File: src/rtl/gpio_drive_pkg.sv
`timescale 1ns/1ps
package gpio_drive_pkg;
    typedef enum logic [1:0] {
        MODE_PUSH   = 2'b00,
        MODE_INPUT  = 2'b01,
        MODE_DRAIN  = 2'b10,
        MODE_SOURCE = 2'b11
    } pin_mode_e;

    // Word indices (byte address / 4)
    localparam int IDX_MODE = 0;
    localparam int IDX_IEN  = 1;
    localparam int IDX_SRCE = 2;
    localparam int IDX_LAT  = 3;
    localparam int IDX_DIN  = 4;
    localparam int IDX_SET  = 5;
    localparam int IDX_CLR  = 6;
    localparam int IDX_TGL  = 7;
    localparam int IDX_SEL0 = 8;
    localparam int IDX_MLO  = 16;
    localparam int IDX_MHI  = 17;
endpackage

File: src/rtl/gpio_in_sync.sv
`timescale 1ns/1ps
module gpio_in_sync #(
    parameter int W = 8
) (
    input  logic         clk,
    input  logic         rst_n,
    input  logic [W-1:0] async_in,
    output logic [W-1:0] sync_out
);
    logic [W-1:0] meta_q, stable_q;

    always_ff @(posedge clk or negedge rst_n) begin
        if (!rst_n) begin
            meta_q   <= '0;
            stable_q <= '0;
        end else begin
            meta_q   <= async_in;
            stable_q <= meta_q;
        end
    end

    assign sync_out = stable_q;
endmodule

File: src/rtl/gpio_pin_drive.sv
`timescale 1ns/1ps
module gpio_pin_drive
    import gpio_drive_pkg::*;
#(
    parameter int NSRC  = 8,
    parameter int SEL_W = 3
) (
    input  logic [1:0]       mode,
    input  logic             latch,
    input  logic             use_src,
    input  logic [SEL_W-1:0] sel,
    input  logic [NSRC-1:0]  src,
    input  logic             ien,
    output logic             out,
    output logic             oe,
    output logic             ie
);
    logic level;

    always_comb begin
        level = use_src ? src[sel] : latch;
        unique case (pin_mode_e'(mode))
            MODE_PUSH:   begin oe = 1'b1;   out = level; end
            MODE_INPUT:  begin oe = 1'b0;   out = 1'b0;  end
            MODE_DRAIN:  begin oe = ~level; out = 1'b0;  end
            MODE_SOURCE: begin oe = level;  out = 1'b1;  end
            default:     begin oe = 1'b0;   out = 1'b0;  end
        endcase
    end

    assign ie = ien;
endmodule

File: src/rtl/gpio_drive_regs.sv
`timescale 1ns/1ps
module gpio_drive_regs
    import gpio_drive_pkg::*;
#(
    parameter int NPIN   = 8,
    parameter int NSRC   = 8,
    parameter int ADDR_W = 7,
    parameter int DATA_W = 32
) (
    input  logic                        clk,
    input  logic                        rst_n,
    input  logic [ADDR_W-1:0]           bus_addr,
    input  logic                        bus_wr,
    input  logic [DATA_W-1:0]           bus_wdata,
    input  logic [NPIN-1:0]             pad_sync,
    output logic [DATA_W-1:0]           bus_rdata,
    output logic [2*NPIN-1:0]           mode,
    output logic [NPIN-1:0]             ien,
    output logic [NPIN-1:0]             srce,
    output logic [NPIN-1:0]             latch,
    output logic [NPIN*$clog2(NSRC)-1:0] sel
);
    localparam int SEL_W  = $clog2(NSRC);
    localparam int MODE_W = 2 * NPIN;
    localparam int HALF_W = MODE_W / 2;

    typedef struct packed {
        logic [MODE_W-1:0]     mode;
        logic [NPIN-1:0]       ien;
        logic [NPIN-1:0]       srce;
        logic [NPIN-1:0]       latch;
        logic [NPIN*SEL_W-1:0] sel;
        logic [DATA_W-1:0]     rdata;
    } regs_t;

    regs_t st_d, st_q;
    logic  aligned;
    int    widx;
    logic [NPIN-1:0] wbits;

    assign aligned = (bus_addr[1:0] == 2'b00);
    assign widx    = int'(bus_addr[ADDR_W-1:2]);
    assign wbits   = bus_wdata[NPIN-1:0];

    always_comb begin
        logic [DATA_W-1:0] rd;
        st_d = st_q;
        rd   = '0;
        if (bus_wr && aligned) begin
            case (widx)
                IDX_MODE: st_d.mode  = bus_wdata[MODE_W-1:0];
                IDX_IEN:  st_d.ien   = wbits;
                IDX_SRCE: st_d.srce  = wbits;
                IDX_LAT:  st_d.latch = wbits;
                IDX_SET:  st_d.latch = st_q.latch | wbits;
                IDX_CLR:  st_d.latch = st_q.latch & ~wbits;
                IDX_TGL:  st_d.latch = st_q.latch ^ wbits;
                IDX_MLO:  st_d.mode[HALF_W-1:0]      = bus_wdata[HALF_W-1:0];
                IDX_MHI:  st_d.mode[MODE_W-1:HALF_W] = bus_wdata[HALF_W-1:0];
                default: ;
            endcase
            for (int p = 0; p < NPIN; p++) begin
                if (widx == IDX_SEL0 + p)
                    st_d.sel[p*SEL_W +: SEL_W] = bus_wdata[SEL_W-1:0];
            end
        end
        if (aligned) begin
            case (widx)
                IDX_MODE: rd = DATA_W'(st_q.mode);
                IDX_IEN:  rd = DATA_W'(st_q.ien);
                IDX_SRCE: rd = DATA_W'(st_q.srce);
                IDX_LAT:  rd = DATA_W'(st_q.latch);
                IDX_DIN:  rd = DATA_W'(pad_sync & st_q.ien);
                IDX_MLO:  rd = DATA_W'(st_q.mode[HALF_W-1:0]);
                IDX_MHI:  rd = DATA_W'(st_q.mode[MODE_W-1:HALF_W]);
                default:  rd = '0;
            endcase
            for (int p = 0; p < NPIN; p++) begin
                if (widx == IDX_SEL0 + p)
                    rd = DATA_W'(st_q.sel[p*SEL_W +: SEL_W]);
            end
        end
        st_d.rdata = rd;
    end

    always_ff @(posedge clk or negedge rst_n) begin
        if (!rst_n) st_q <= '0;
        else        st_q <= st_d;
    end

    assign bus_rdata = st_q.rdata;
    assign mode      = st_q.mode;
    assign ien       = st_q.ien;
    assign srce      = st_q.srce;
    assign latch     = st_q.latch;
    assign sel       = st_q.sel;

    logic unused_wdata;
    assign unused_wdata = ^bus_wdata[DATA_W-1:MODE_W];
endmodule

File: src/rtl/gpio_drive_ctrl.sv
`timescale 1ns/1ps
module gpio_drive_ctrl #(
    parameter int NPIN   = 8,
    parameter int NSRC   = 8,
    parameter int ADDR_W = 7,
    parameter int DATA_W = 32
) (
    input  logic              clk,
    input  logic              rst_n,
    input  logic [ADDR_W-1:0] bus_addr,
    input  logic              bus_wr,
    input  logic [DATA_W-1:0] bus_wdata,
    output logic [DATA_W-1:0] bus_rdata,
    input  logic [NSRC-1:0]   periph_src,
    input  logic [NPIN-1:0]   pad_in,
    output logic [NPIN-1:0]   pad_out,
    output logic [NPIN-1:0]   pad_oe,
    output logic [NPIN-1:0]   pad_ie
);
    localparam int SEL_W = $clog2(NSRC);

    logic [2*NPIN-1:0]     mode_w;
    logic [NPIN-1:0]       ien_w, srce_w, latch_w, sync_w;
    logic [NPIN*SEL_W-1:0] sel_w;

    gpio_in_sync #(.W(NPIN)) u_sync (
        .clk(clk), .rst_n(rst_n), .async_in(pad_in), .sync_out(sync_w)
    );

    gpio_drive_regs #(.NPIN(NPIN), .NSRC(NSRC), .ADDR_W(ADDR_W), .DATA_W(DATA_W)) u_regs (
        .clk(clk), .rst_n(rst_n), .bus_addr(bus_addr), .bus_wr(bus_wr),
        .bus_wdata(bus_wdata), .pad_sync(sync_w), .bus_rdata(bus_rdata),
        .mode(mode_w), .ien(ien_w), .srce(srce_w), .latch(latch_w), .sel(sel_w)
    );

    for (genvar p = 0; p < NPIN; p++) begin : g_pin
        gpio_pin_drive #(.NSRC(NSRC), .SEL_W(SEL_W)) u_drv (
            .mode(mode_w[2*p +: 2]), .latch(latch_w[p]), .use_src(srce_w[p]),
            .sel(sel_w[p*SEL_W +: SEL_W]), .src(periph_src), .ien(ien_w[p]),
            .out(pad_out[p]), .oe(pad_oe[p]), .ie(pad_ie[p])
        );
    end
endmodule

File: config.mk
export PLATFORM = sky130hd
export DESIGN_NAME = gpio_drive_ctrl
export DESIGN_NICKNAME = d
export VERILOG_FILES = /design/src/rtl/gpio_drive_pkg.sv /design/src/rtl/gpio_in_sync.sv /design/src/rtl/gpio_pin_drive.sv /design/src/rtl/gpio_drive_regs.sv /design/src/rtl/gpio_drive_ctrl.sv
export SDC_FILE = /design/constraint.sdc
export NUM_CORES = 1
export LEC_CHECK = 0
export BUFFER_PORTS_ARGS = -buffer_cell sky130_fd_sc_hd__clkbuf_2
export CORE_MARGIN = 2
export CORE_UTILIZATION = 45
export CTS_CLUSTER_DIAMETER = 30
export CTS_CLUSTER_SIZE = 20
export DETAILED_ROUTE_END_ITERATION = 10
export PLACE_DENSITY = 0.76
export SLEW_MARGIN = 30
export SYNTH_ARGS = -nofsm -noshare
export SYNTH_HDL_FRONTEND = slang
export SYNTH_HIERARCHICAL = 1
export SYNTH_SLANG_ARGS = --single-unit
File: constraint.sdc
create_clock -name clk -period 1.7 [get_ports clk]
set_input_delay 0.085 -clock clk [delete_from_list [all_inputs] [get_ports clk]]
set_output_delay 0.085 -clock clk [all_outputs]
set_load 0.05 [all_outputs]
### After elaboration in Yosys (flattened, before gate mapping)

Index checks and enable logic that the tools add are counted.

| storage, ports and cells | value |
|---|---|
| register bits | 112 |

| operators by class | value |
|---|---|
| bitwise logic cells | 13 |
| equality and inequality tests | 41 |
| order comparisons | 8 |
| muxes and demuxes | 52 |
| reductions and logical operators | 35 |

Operators with widths:

| kind | number |
|---|---|
| 32-bit two-way mux | 9 |
| 32-bit case mux with 7 select lines | 1 |
| 5-bit equality test (second input constant) | 10 |
| 2-bit equality test (second input constant) | 16 |
| 32-bit logical NOT | 1 |
| 3-bit by 4-bit < comparator with 1-bit output (second input constant) | 8 |
| 1-bit case mux with 4 select lines | 8 |
| 8-bit case mux with 4 select lines | 1 |
| 2-bit AND reduction | 13 |
| 1-bit binary-select mux with 3-bit select | 8 |
| 1-bit case mux with 3 select lines | 8 |
| 5-bit by 3-bit equality test with 1-bit output (second input constant) | 4 |
| 2-bit logical NOT | 9 |
| 2-bit OR reduction | 9 |
| 8-bit bitwise AND | 2 |
| 2-bit by 1-bit equality test with 1-bit output (second input constant) | 8 |
| 1-bit two-way mux | 16 |
| 8-bit case mux with 2 select lines | 1 |
| 5-bit by 2-bit equality test with 1-bit output (second input constant) | 2 |
| 1-bit inverter | 8 |
| 8-bit inverter | 1 |
| 8-bit bitwise OR | 1 |
| 8-bit bitwise XOR | 1 |
| 5-bit by 1-bit equality test with 1-bit output (second input constant) | 1 |
| 3 further kinds | 3 |

### Longest topological paths before layout

| logic depth | value |
|---|---|
| depth after elaboration | 11 |
| depth in mapped cells | 8 |
| gate-level depth less buffers | 6 |

### Hierarchy

Netlist, hierarchy kept.

By module, submodules not included:

| module | seq. area each (um^2) | area an instance (um^2) | cells each | times used |
|---|---|---|---|---|
| gpio_drive_regs | 2001.9 | 4416.7 | 446 | 1 |
| gpio_pin_drive | 0.0 | 110.1 | 10 | 8 |
| gpio_in_sync | 400.4 | 400.4 | 16 | 1 |

### Least setup slack after synthesis

Ideal clock, no wire load.

| timing path | value |
|---|---|
| path kind | reg-to-output |
| start point | register u_regs.st_q, in the netlist u_regs/sel[6] |
| end point | output port pad_oe[2] |
| stages on the path, launching flop included | 5 |
| path slack | -0.412 ns |
| arrival time | 2.027 ns |
| required time | 1.615 ns |
| cells stage by stage | dfrtp_1 > mux4_1 > mux2i_1 > a21oi_1 > xnor2_1 |

| between the ends | value |
|---|---|
| longest elaborated chain between the ends | 5 |

Ends and longest elaborated chain:

| element | RTL line | text |
|---|---|---|
| start, declared | gpio_drive_regs.sv:36 | `regs_t st_d, st_q;` |
| start signal, assigned | gpio_drive_regs.sv:88 | `else st_q <= st_d;` |
| 1-bit binary-select mux with 3-bit select (*) | gpio_pin_drive.sv:21 | `level = use_src ? src[sel] : latch;` |
| 1-bit two-way mux (implied by the code) (*) | gpio_pin_drive.sv:21 |  |
| 1-bit two-way mux (*) | gpio_pin_drive.sv:21 |  |
| 1-bit inverter | gpio_pin_drive.sv:25 | `MODE_DRAIN: begin oe = ~level; out = 1'b0; end` |
| 1-bit case mux with 4 select lines (*) | gpio_pin_drive.sv:22 | `unique case (pin_mode_e'(mode))` |
| end, declared | gpio_drive_ctrl.sv:17 | `output logic [NPIN-1:0] pad_oe,` |

Mark *: on every way between the ends. The rest lies on a longest branch, timed or not. The select of a mux whose other input is x is not followed.

### Worst setup path after layout

| timing path | value |
|---|---|
| start point | register u_regs.st_q, in the netlist u_regs/sel[21] |
| end point | output port pad_out[7] |

| between the ends | value |
|---|---|
| longest elaborated chain between the ends | 4 |

Ends and longest elaborated chain:

| element | RTL line | text |
|---|---|---|
| 1-bit binary-select mux with 3-bit select | gpio_pin_drive.sv:21 |  |
| 1-bit two-way mux (implied by the code) | gpio_pin_drive.sv:21 |  |
| 1-bit two-way mux | gpio_pin_drive.sv:21 |  |
| 1-bit case mux with 3 select lines | gpio_pin_drive.sv:22 |  |
| end, declared | gpio_drive_ctrl.sv:16 | `output logic [NPIN-1:0] pad_out,` |

Every way passes these cells. The select of a mux whose other input is x is not followed.

==> reports/results.tsv <==
metric	value	unit
wl	17100	µm
ys_ff_latch	96	
violations	setup timing	
n_antenna_cell	0	
vias	4946	
busiest_layer	met2	
crit_path_max_fanout	3	
place_hpwl	12500	µm
critPathSlowestCell	mux4_1	
fmax	0.470	GHz
clkSinkCount	96	
max_stage_delay	0.56	ns
first_pass_iters	5	
grt_max_degree	34	
cp_top_family	multiplexers	
clk_pin_slew	0.07	ns
fin_ws	-0.429	ns
outcome	finished, violations left	
ys_async_sr_fraction	1.00	
final_hold_viol_count	0	
skew	0.00755	ns
syn_avg_cell_area	10.5	µm²
coreArea	12500	µm²
arrival	2.04	ns
setup_viol	16	
synth_warnings	6	
slew_violations	0	
grt_overflow_total	0	
synth.distinct_cells	58	
grt_util_met2	0.391	
fin_crit_sh	1.25	
synth-edff-count	0	
ys_seq_area_frac	0.422	
relSlewSlack	0.609	
start_util	0.457	
antenna_left	0	
use_met3	0.0426	
total_leakage_power	3.47	nW
grt_pass1_wl	26200	µm
final_util	0.609	
drt-initial-drc-count	460	
cts_tree	done	
clock_latency	0.36	ns
cts_htree_levels	3	
die_h	117	µm
tns	-6.16	ns
fin_crit	2.13	ns
drc	0	
gp_congestion	0.981	
end_kind	output port	
hp-class	in2reg	
nets	762	
die_x	117	µm
path_class	reg2out	
antenna_found_initial	0	
area_growth_syn_to_layout	33.2	%
cp-start-kind	flip-flop	
rows	41	
routed_via_density	5.72	
die-area	13600	µm²
cp_data_required_time	1.62	ns
crit_chain	mux4_1 -> mux2i_1 -> buf_4 -> a2111oi_1 -> a21o_1 -> clkbuf_8	
maxCapViolCount	0	
ys.flop_type	dfrtp_1	
grt_usage	0.262	
grtUsageMet1	0.379	
numCtsBuffers	9	
clockBufferDepth	2	
crit_buf_inv	2	
rsz0062_at_grt	yes	
netlist_area	5700	µm²
p_per_area	979	nW/µm²
final_layout_size_suffix_gt1_frac	0.367	
grt_pass1_vias	4818	
port_buffers	81	
cts_root_buf	clkbuf_16	
irDropWorstVdd	0.497	mV
routedWlPerCell	19.7	µm
io_pins	114	
tightestPinTransition	0.586	ns
synthCells	542	
==> power breakdown <==
| part | total, W | leakage (nW) | switching [W] | internal [W] |
|---|---|---|---|---|
| Clock | 0.00226 | 0.157 | 0.000915 | 0.00134 |
| Combinational | 0.00238 | 2.05 | 0.00129 | 0.00109 |
| Sequential | 0.00280 | 1.26 | 0.000321 | 0.00248 |
==> per-layer routing <==
metal | vias to the layer above | part of all wire
met1 | 2453 | 0.45
li1 | 2232 | -
met5 | - | 0
met3 | 35 | 0.068
met2 | 226 | 0.45
met4 | 0 | 0.028
==> layout make-up <==
class | count | area (µm²)
Clock buffer | 11 | 243
Clock inverter | 5 | 85.1
Fill cell | 1044 | 4870
Inverter | 20 | 75.1
Multi-Input combinational cell | 395 | 3250
Sequential cell | 96 | 2400
Tap cell | 172 | 215
Timing Repair Buffer | 166 | 1320
==> flip-flops by register name, summed over array words and instances, names as in the netlist <==
signal            cells
u_regs/mode          16
u_regs/sel           24
u_regs/ien            8
u_sync/meta_q         8
u_regs/latch          8
u_sync/sync_out       8
u_regs/srce           8
u_regs/bus_rdata     16
==> Yosys cell counts, drive strengths merged, types with 7 or more instances <==
master / instances / area share
a2111oi: 8 / 0.014
a21o: 8 / 0.011
a21oi: 28 / 0.025
a22oi: 17 / 0.022
and2: 13 / 0.015
buf: 39 / 0.049
clkbuf: 7 / 0.0048
dfrtp: 96 / 0.42
ha: 16 / 0.035
inv: 20 / 0.013
mux2: 30 / 0.059
mux2i: 16 / 0.028
mux4: 16 / 0.074
nand2: 51 / 0.034
nand3: 8 / 0.0070
nor2: 31 / 0.021
o211ai: 8 / 0.011
o21ai: 59 / 0.053
o22ai: 10 / 0.011
xnor2: 9 / 0.014
==> worst paths after layout <==
kind                            slack, ns                    to  depth (start not counted)        startpoint
worst min-delay path                0.005         u_regs/ien[6]                          2      bus_wdata[6]
min in group asynchronous            0.23  u_regs/bus_rdata[14]                          2             rst_n
worst max register to register       0.06   u_regs/bus_rdata[2]                          5    u_regs/srce[2]
max in group asynchronous            0.91         u_regs/sel[0]                          3             rst_n
worst min register to register       0.35    u_sync/sync_out[0]                          0  u_sync/meta_q[0]
worst max-delay path                -0.43            pad_out[7]                          6    u_regs/sel[21]
==> placed cells by master (no fill, tap or decap), drive strengths merged, types with 8 or more instances in the layout <==
| cell type | synthesis | layout |
|---|---|---|
| ha | 16 | 16 |
| dfrtp | 96 | 96 |
| nand3 | 8 | 8 |
| o21ai | 59 | 59 |
| buf | 39 | 90 |
| nand2 | 51 | 51 |
| clkbuf | 7 | 76 |
| a22oi | 17 | 17 |
| conb | 1 | 16 |
| and2 | 13 | 13 |
| a21o | 8 | 8 |
| o211ai | 8 | 8 |
| nor2 | 31 | 31 |
| a21oi | 28 | 28 |
| o22ai | 10 | 10 |
| mux2i | 16 | 16 |
| xnor2 | 9 | 9 |
| mux4 | 16 | 16 |
| a2111oi | 8 | 8 |
| mux2 | 30 | 30 |
| dlygate4sd3 | 0 | 11 |
| inv | 20 | 22 |
==> worst register-to-register path: cells and delay by family, from the launching register on <==
family           cells  cell delay (ns)
AND/OR/NAND/NOR      2             0.52
flip-flops           1             0.50
AO/OA/AOI/OAI        3             0.47
==> cell families (layout without fill, tap and decap cells) <==
family,count (synthesis),after routing,synth area share
compound gates,155,155,0.172
xor+xnor,9,9,0.0138
fa+ha+maj,16,16,0.0351
buf+inv,66,202,0.0672
flops,96,96,0.422
mux,62,62,0.161
other cells,1,16,0.000658
simple gates,137,137,0.128
==> through the flow <==
stage                     hold slack (ns)  instance area, µm²  worst slack, ns  std cells  power, W
after floorplan                    -0.211                5900         -0.00923        557   0.00405
after global placement             0.0631                6900           -0.146        830   0.00482
after detailed placement           0.0633                6900           -0.168        830   0.00488
after CTS                        0.000228                7490           -0.458        862   0.00732
after global routing               0.0125                7590           -0.501        865   0.00774
final                             0.00517                7590           -0.429        865   0.00743
==> timing repair <==
action                                  4_1_cts  5_1_grt
resized for setup                            35       25
buffers inserted                              5        3
hold buffers                                 11        0
pin swaps                                     7        8
endpoints found under the hold margin        40        0
endpoints found under the setup margin       16       16
Power figures use the tool's default switching activity.
